==> src/rtl/smt_wm_pkg.sv <==
package smt_wm_pkg;

  localparam int unsigned NTHR = 2;

  typedef enum logic { THR0 = 1'b0, THR1 = 1'b1 } thr_id_t;

  // width of a counter able to hold 0..n
  function automatic int unsigned cnt_width(input int unsigned n);
    return (n < 2) ? 1 : $clog2(n + 1);
  endfunction

endpackage

==> src/rtl/smt_wm_counter.sv <==
module smt_wm_counter #(
  parameter int unsigned CW = 9
) (
  input  logic          clk,
  input  logic          rst,
  input  logic          inc,
  input  logic          inc_wide,
  input  logic          dec,
  input  logic          dec_wide,
  output logic [CW-1:0] cnt_all,
  output logic [CW-1:0] cnt_wide
);

  // occupancy of one thread; alloc and free may land in the same cycle
  always_ff @(posedge clk) begin
    if (rst) begin
      cnt_all  <= '0;
      cnt_wide <= '0;
    end else begin
      cnt_all  <= cnt_all  + CW'(inc)      - CW'(dec);
      cnt_wide <= cnt_wide + CW'(inc_wide) - CW'(dec_wide);
    end
  end

endmodule

==> src/rtl/smt_wm_eligibility.sv <==
module smt_wm_eligibility #(
  parameter int unsigned CW       = 9,
  parameter int unsigned HWM_ALL  = 221,
  parameter int unsigned HWM_WIDE = 141,
  parameter int unsigned MIN_ALL  = 130,
  parameter int unsigned MIN_WIDE = 106
) (
  input  logic          both_active,
  input  logic          self_active,
  input  logic          req,
  input  logic          wide,
  input  logic [CW-1:0] own_all,
  input  logic [CW-1:0] own_wide,
  input  logic [CW-1:0] sib_all,
  input  logic [CW-1:0] sib_wide,
  input  logic [CW-1:0] free_all,
  input  logic [CW-1:0] free_wide,
  output logic          elig,
  output logic [CW-1:0] headroom
);

  localparam logic [CW-1:0] CAP_A = CW'(HWM_ALL);
  localparam logic [CW-1:0] CAP_W = CW'(HWM_WIDE);
  localparam logic [CW-1:0] FLR_A = CW'(MIN_ALL);
  localparam logic [CW-1:0] FLR_W = CW'(MIN_WIDE);

  logic [CW-1:0] rsv_all, rsv_wide;
  logic          room_ok, cap_ok, guard_all, guard_wide, shared_ok;

  always_comb begin
    // what the sibling still lacks of its protected minimum
    rsv_all  = (sib_all  < FLR_A) ? FLR_A - sib_all  : '0;
    rsv_wide = (sib_wide < FLR_W) ? FLR_W - sib_wide : '0;

    room_ok    = (free_all != '0) && (!wide || (free_wide != '0));
    cap_ok     = (own_all < CAP_A) && (!wide || (own_wide < CAP_W));
    guard_all  = (own_all < FLR_A) || (free_all > rsv_all);
    guard_wide = !wide || (own_wide < FLR_W) || (free_wide > rsv_wide);
    shared_ok  = cap_ok && guard_all && guard_wide;

    elig     = req && self_active && room_ok && (!both_active || shared_ok);
    headroom = (own_all < CAP_A) ? CAP_A - own_all : '0;
  end

endmodule

==> src/rtl/smt_wm_pair_resolve.sv <==
module smt_wm_pair_resolve
  import smt_wm_pkg::*;
#(
  parameter int unsigned CW = 9
) (
  input  logic [1:0]    elig,
  input  logic [1:0]    wide,
  input  logic [CW-1:0] free_all,
  input  logic [CW-1:0] free_wide,
  input  logic [CW-1:0] head0,
  input  logic [CW-1:0] head1,
  output logic [1:0]    grant
);

  logic [1:0] need_w;
  logic       fit_both;
  thr_id_t    winner;

  always_comb begin
    need_w   = {1'b0, wide[0]} + {1'b0, wide[1]};
    fit_both = (free_all >= CW'(2)) && (free_wide >= CW'(need_w));
    winner   = (head0 >= head1) ? THR0 : THR1;
    if (elig == 2'b11) begin
      if (fit_both)            grant = 2'b11;
      else if (winner == THR0) grant = 2'b01;
      else                     grant = 2'b10;
    end else begin
      grant = elig;
    end
  end

endmodule

==> src/rtl/smt_wm_limiter.sv <==
module smt_wm_limiter
  import smt_wm_pkg::*;
#(
  parameter int unsigned TOTAL_REGS = 327,
  parameter int unsigned WIDE_REGS  = 242,
  parameter int unsigned HWM_ALL    = 221,
  parameter int unsigned HWM_WIDE   = 141,
  parameter int unsigned MIN_ALL    = 130,
  parameter int unsigned MIN_WIDE   = 106
) (
  input  logic       clk,
  input  logic       rst,
  input  logic [1:0] thr_active_i,
  input  logic [1:0] req_valid_i,
  input  logic [1:0] req_wide_i,
  input  logic [1:0] free_valid_i,
  input  logic [1:0] free_wide_i,
  output logic [1:0] grant_o,
  output logic [1:0] deny_o
);

  localparam int unsigned CW = cnt_width(TOTAL_REGS);
  localparam logic [CW:0] POOL_A = (CW+1)'(TOTAL_REGS);
  localparam logic [CW:0] POOL_W = (CW+1)'(WIDE_REGS);

  logic [NTHR-1:0][CW-1:0] cnt_all_w, cnt_wide_w, head_w;
  logic [NTHR-1:0]         elig_w, grant_d;
  logic [CW:0]             sum_all, sum_wide;
  logic [CW-1:0]           free_all, free_wide;
  logic                    both_active;

  assign both_active = &thr_active_i;

  always_comb begin
    sum_all   = {1'b0, cnt_all_w[0]}  + {1'b0, cnt_all_w[1]};
    sum_wide  = {1'b0, cnt_wide_w[0]} + {1'b0, cnt_wide_w[1]};
    free_all  = (sum_all  >= POOL_A) ? '0 : CW'(POOL_A - sum_all);
    free_wide = (sum_wide >= POOL_W) ? '0 : CW'(POOL_W - sum_wide);
  end

  for (genvar t = 0; t < NTHR; t++) begin : g_thr
    smt_wm_counter #(.CW(CW)) u_cnt (
      .clk      (clk),
      .rst      (rst),
      .inc      (grant_d[t]),
      .inc_wide (grant_d[t] & req_wide_i[t]),
      .dec      (free_valid_i[t]),
      .dec_wide (free_valid_i[t] & free_wide_i[t]),
      .cnt_all  (cnt_all_w[t]),
      .cnt_wide (cnt_wide_w[t])
    );

    smt_wm_eligibility #(
      .CW(CW), .HWM_ALL(HWM_ALL), .HWM_WIDE(HWM_WIDE),
      .MIN_ALL(MIN_ALL), .MIN_WIDE(MIN_WIDE)
    ) u_elig (
      .both_active (both_active),
      .self_active (thr_active_i[t]),
      .req         (req_valid_i[t]),
      .wide        (req_wide_i[t]),
      .own_all     (cnt_all_w[t]),
      .own_wide    (cnt_wide_w[t]),
      .sib_all     (cnt_all_w[NTHR-1-t]),
      .sib_wide    (cnt_wide_w[NTHR-1-t]),
      .free_all    (free_all),
      .free_wide   (free_wide),
      .elig        (elig_w[t]),
      .headroom    (head_w[t])
    );
  end

  smt_wm_pair_resolve #(.CW(CW)) u_pair (
    .elig      (elig_w),
    .wide      (req_wide_i),
    .free_all  (free_all),
    .free_wide (free_wide),
    .head0     (head_w[0]),
    .head1     (head_w[1]),
    .grant     (grant_d)
  );

  always_ff @(posedge clk) begin
    if (rst) begin
      grant_o <= '0;
      deny_o  <= '0;
    end else begin
      grant_o <= grant_d;
      deny_o  <= req_valid_i & ~grant_d;
    end
  end

endmodule

==> config.mk <==
export PLATFORM = sky130hd
export DESIGN_NAME = smt_wm_limiter
export DESIGN_NICKNAME = d
export VERILOG_FILES = /design/src/rtl/smt_wm_pkg.sv /design/src/rtl/smt_wm_counter.sv /design/src/rtl/smt_wm_eligibility.sv /design/src/rtl/smt_wm_pair_resolve.sv /design/src/rtl/smt_wm_limiter.sv
export SDC_FILE = /design/constraint.sdc
export NUM_CORES = 1
export LEC_CHECK = 0
export BUFFER_PORTS_ARGS = -buffer_cell sky130_fd_sc_hd__buf_2
export CELL_PAD_IN_SITES_DETAIL_PLACEMENT = 2
export CELL_PAD_IN_SITES_GLOBAL_PLACEMENT = 2
export CORE_UTILIZATION = 40
export DETAILED_ROUTE_END_ITERATION = 12
export MAX_ROUTING_LAYER = met4
export PLACE_DENSITY = 0.92
export SLEW_MARGIN = 10
export SYNTH_ARGS = -nofsm -noshare
export SYNTH_HDL_FRONTEND = slang
export SYNTH_SLANG_ARGS = --single-unit
==> constraint.sdc <==
create_clock -name clk -period 7.24 [get_ports clk]
set_input_delay 0.362 -clock clk [delete_from_list [all_inputs] [get_ports clk]]
set_output_delay 0.362 -clock clk [all_outputs]
set_load 0.01 [all_outputs]
==> reports/metrics.sh <==
RUN_STATUS='finished, violations left'
VIOLATIONS='setup timing'
WORST_SETUP_PATH_START_KIND='register'
DRC=0
PLACE.PORT_BUFFERS=15
DETAIL_ROUTE.WIRELENGTH_UM=45600
CLOCK_PATH_BUFFERS=2
CLOCK_TREE.ROOT_CELL='sky130_fd_sc_hd__clkbuf_16'
TIGHTEST_HOLD_MARGIN_NS=0.394
SYNTH_FP_NETS=1037
NUMBER_OF_SYNTHESIZED_FLOPS_WITH_AN_ENABLE_PIN=0
SYNTH_TOP_CELLS_BY_AREA='sky130_fd_sc_hd__ha_1, sky130_fd_sc_hd__dfxtp_1, sky130_fd_sc_hd__xnor2_1, sky130_fd_sc_hd__nor2_1, sky130_fd_sc_hd__inv_1'
CLK_SINK_COUNT=40
SYNTH.TOP_CELL.AREA_SHARE_PCT=30.3
STARTPOINT='g_thr[0].u_cnt.cnt_all[0]$_SDFF_PP0_'
GRT_ANTENNA_BEFORE_REPAIR=3
MEAN_INSTANCE_SIZE_IN_THE_SYNTHESIZED_NETLIST_SQ_UM=7.98
HTREEDEPTH=2
FLOW.AREA_GROWTH_FROM_SYNTHESIS_PCT=21.5
YOSYS.CELL_COUNT.TOP_TYPE='sky130_fd_sc_hd__ha_1'
PLACE.DETAILED.HPWL_UM=22500
AVGVIACOUNTPERCELL=7.30
WORSTPATHARRIVAL_NS=8.08
CRIT_PATH_TOP_DELAY_CELL='sky130_fd_sc_hd__a211oi_1'
R2R_SETUP_SLACK_NS=-0.71
PLACEMENTROWS=47
CLOCK_LATENCY_NS=0.33
REQUIRED_TIME_OF_THE_CRITICAL_PATH_NS=7.36
YS_TYPES=78
DRTITER0DRC=1082
MAXSLEWVIOLCOUNT=0
STANDARD_CELL_AREA_AFTER_DETAILED_PLACEMENT_SQ_UM=7310
SKEW_NS=0.0191
SHARE_OF_CELLS_ABOVE_DRIVE_STRENGTH_1_PCT=21.6
SYN-CELL-AREA_SQ_UM=6820
TIMING.SLEW.HEADROOM_PCT=19.5
POST_DRT_WL_PER_CELL_UM=39.9
ANTENNA_VIOLATING_NETS_POST_ROUTE=0
EFFECTIVE_UTILIZATION_AT_FLOORPLAN_PCT=41.1
CTS_BUFFERS=5
FP.DIEW_UM=133
FIN_NETS=1102
POST-SYNTH-TOP-AREA-CELL='sky130_fd_sc_hd__ha_1'
DIEAREA_SQ_UM=17600
SYNTH-ASYNC-RESET-RATIO_PCT=0
DIE_H_UM=133
FIRST_GLOBAL_VIAS=8393
FMAX_MHz=126
DESIGN_AREA_SQ_UM=8280
CRITICAL_PATH_BUF_INV_COUNT=2
NETLIST_TOP_CELLS_COUNT='sky130_fd_sc_hd__ha_1, sky130_fd_sc_hd__nor2_1, sky130_fd_sc_hd__inv_1'
DRT_FIRST_PASS_ITERS=6
WIRE_LENGTH_OF_THE_FIRST_GLOBAL_ROUTING_PASS_UM=56200
FINAL.FILL_COUNT=1800
HOLDBUFCOUNTCTS=0
CRITICAL_PATH.MOST_COMMON_CELL='sky130_fd_sc_hd__a21oi_1'
WORST_R2R_STARTPOINT='g_thr[0].u_cnt.cnt_all[0]$_SDFF_PP0_'
CRIT_FANOUT=7
CRITICAL_PATH.MAX_STAGE_DELAY_NS=0.56
FINALWEIGHTEDCONGESTION=0.873
CRITICAL_PATH.REG2REG.ENDPOINT='g_thr[0].u_cnt.cnt_wide[7]$_SDFF_PP0_'
REG2REG_DEPTH=30
CORE_AREA_SQ_UM=16600
IO-PIN-COUNT=16
CTS_TREE='yes'
FINAL.MIN_CLOCK_PERIOD_NS=7.95
FINAL_CYCLE_SHARE_PCT=110
SETUP_WS_NS=-0.714
SETUP_TOTAL_NEGATIVE_SLACK_NS=-5.34
GRT_MAX_DEGREE=41
DR_TOTAL_VIAS=8352
TIMING.HOLD.WORST.CLASS='in2reg'
PATH_CLK_SLEW_NS=0.07
PRIMARY_FF_MASTER_SYNTH='sky130_fd_sc_hd__dfxtp_1'
TIMING_WORST_SETUP_PATH_TYPE='reg2reg'
WORSTSETUPPATHDEPTH=30
SYNTH.YOSYS.SEQ_AREA_SHARE_PCT=11.7
GRT_OVERFLOW_TOTAL=0
REPORT.FINAL.HOLD_VIOL_COUNT=0
SYNTHESIS.INSTANCES=854
SETUP_VIOLATIONS=16
YS_SEQ_ELEMENTS=40
MAXCAPVIOLATIONS=0
END_KIND='register'
GRT_UTIL_ALL_LAYERS_PCT=44.3
TIMING_WORST_SLEW_PIN_VALUE_NS=1.21
CRITPATHCAPTURE='g_thr[0].u_cnt.cnt_wide[7]$_SDFF_PP0_'
GRT_SETUP_UNREPAIRED='yes'
CRITICAL-PATH-TOP-DELAY-FAMILY='compound AO/OA/AOI/OAI gates'
SYNTH-WARNING-COUNT=0
## timing repair
| item | 4_1_cts | 5_1_grt |
|---|---|---|
| pin swaps | 18 | 45 |
| setup buffers | 8 | 22 |
| endpoints found under the setup margin | 17 | 13 |
| resized for setup | 34 | 93 |
## worst reg2reg max path: cells and delay by family, from the launching register on
family / cells / cell delay, ns
adders and majority gates: 5 / 1.67
buffers and inverters: 2 / 0.20
xor gates and xnor gates: 2 / 0.74
and+or+nand+nor: 10 / 1.87
AOI/OAI and AO/OA: 11 / 2.91
DFF: 1 / 0.37
## cell type report
cell class | count | area [sq um] | share of cell area [%]
clock inverter | 2 | 15.0 | 0.181
clock buffer | 6 | 139 | 1.68
inverter | 75 | 289 | 3.49
sequential | 40 | 811 | 9.79
antenna | 4 | 10.0 | 0.121
timing repair buffer | 72 | 527 | 6.36
tap | 220 | 275 | 3.32
multi-input combinational | 725 | 6210 | 75.1
## kinds of logic (layout without fill, tap and decap cells)
family / after synthesis / count (layout) / synth area share (%)
flip-flops: 40 / 40 / 11.7
XOR/XNOR: 81 / 81 / 10.8
AO/OA/AOI/OAI: 198 / 198 / 20.3
other: 0 / 4 / 0
buffers and inverters: 89 / 155 / 5.05
AND/OR/NAND/NOR: 275 / 275 / 20.0
adder cells (fa/ha/maj): 171 / 171 / 32.0
## worst min path at each step
| stage | to | cells past startpoint | from | slack [ns] |
|---|---|---|---|---|
| 3_5_place_dp | deny_o[0]$_SDFF_PP0_ | 3 | req_valid_i[0] | 0.67 |
| 3_3_place_gp | deny_o[0]$_SDFF_PP0_ | 3 | req_valid_i[0] | 0.66 |
| 2_1_floorplan | deny_o[0]$_SDFF_PP0_ | 2 | req_valid_i[0] | 0.50 |
| 5_1_grt | deny_o[0]$_SDFF_PP0_ | 3 | req_valid_i[0] | 0.39 |
| 6_report | deny_o[0]$_SDFF_PP0_ | 3 | req_valid_i[0] | 0.39 |
| 4_1_cts | deny_o[0]$_SDFF_PP0_ | 3 | req_valid_i[0] | 0.36 |
## registers in the layout (all words and copies together) (netlist names)
register / flops
g_thr.u_cnt.cnt_wide: 18
deny_o: 2
g_thr.u_cnt.cnt_all: 18
grant_o: 2
## routing by layer
layer | part of all wire, % | GRT usage [%] | vias to the layer above | wire length, um
li1 | - | - | 3109 | -
met5 | 0 | - | - | 0
met4 | 10 | 32.1 | 0 | 4560
met2 | 43 | 70.4 | 805 | 19500
met1 | 35 | 48.2 | 4046 | 16200
met3 | 12 | 11.2 | 392 | 5430
## cells in the final DEF (no fill, tap or decap), drive strengths merged, types with 7 or more instances in the layout
cell and n:
or2 8, dfxtp 40, xnor2 63, buf 72, nand2 72, xor2 16, a21o 13, ha 165
nand4 10, nor2b 23, a21oi 59, and3 8, inv 75, and2 13, nor2 94, nor3 14
o211ai 8, a31oi 9, o21bai 17, o21ai 35, a211oi 7, nand3 7
## per-stage QoR
step	cells	utilization, %	worst slack, ns
floorplan	854	-	0.652
global placement	1102	44.1	0.355
detailed placement	1102	44.1	-0.384
CTS	1118	46.3	0.000807
global route	1144	49.9	-0.753
finish	1144	49.9	-0.714
Power is left out: the tool's default activity adds up to more than one toggle a clock period on the data nets, which glitch-free logic cannot reach.
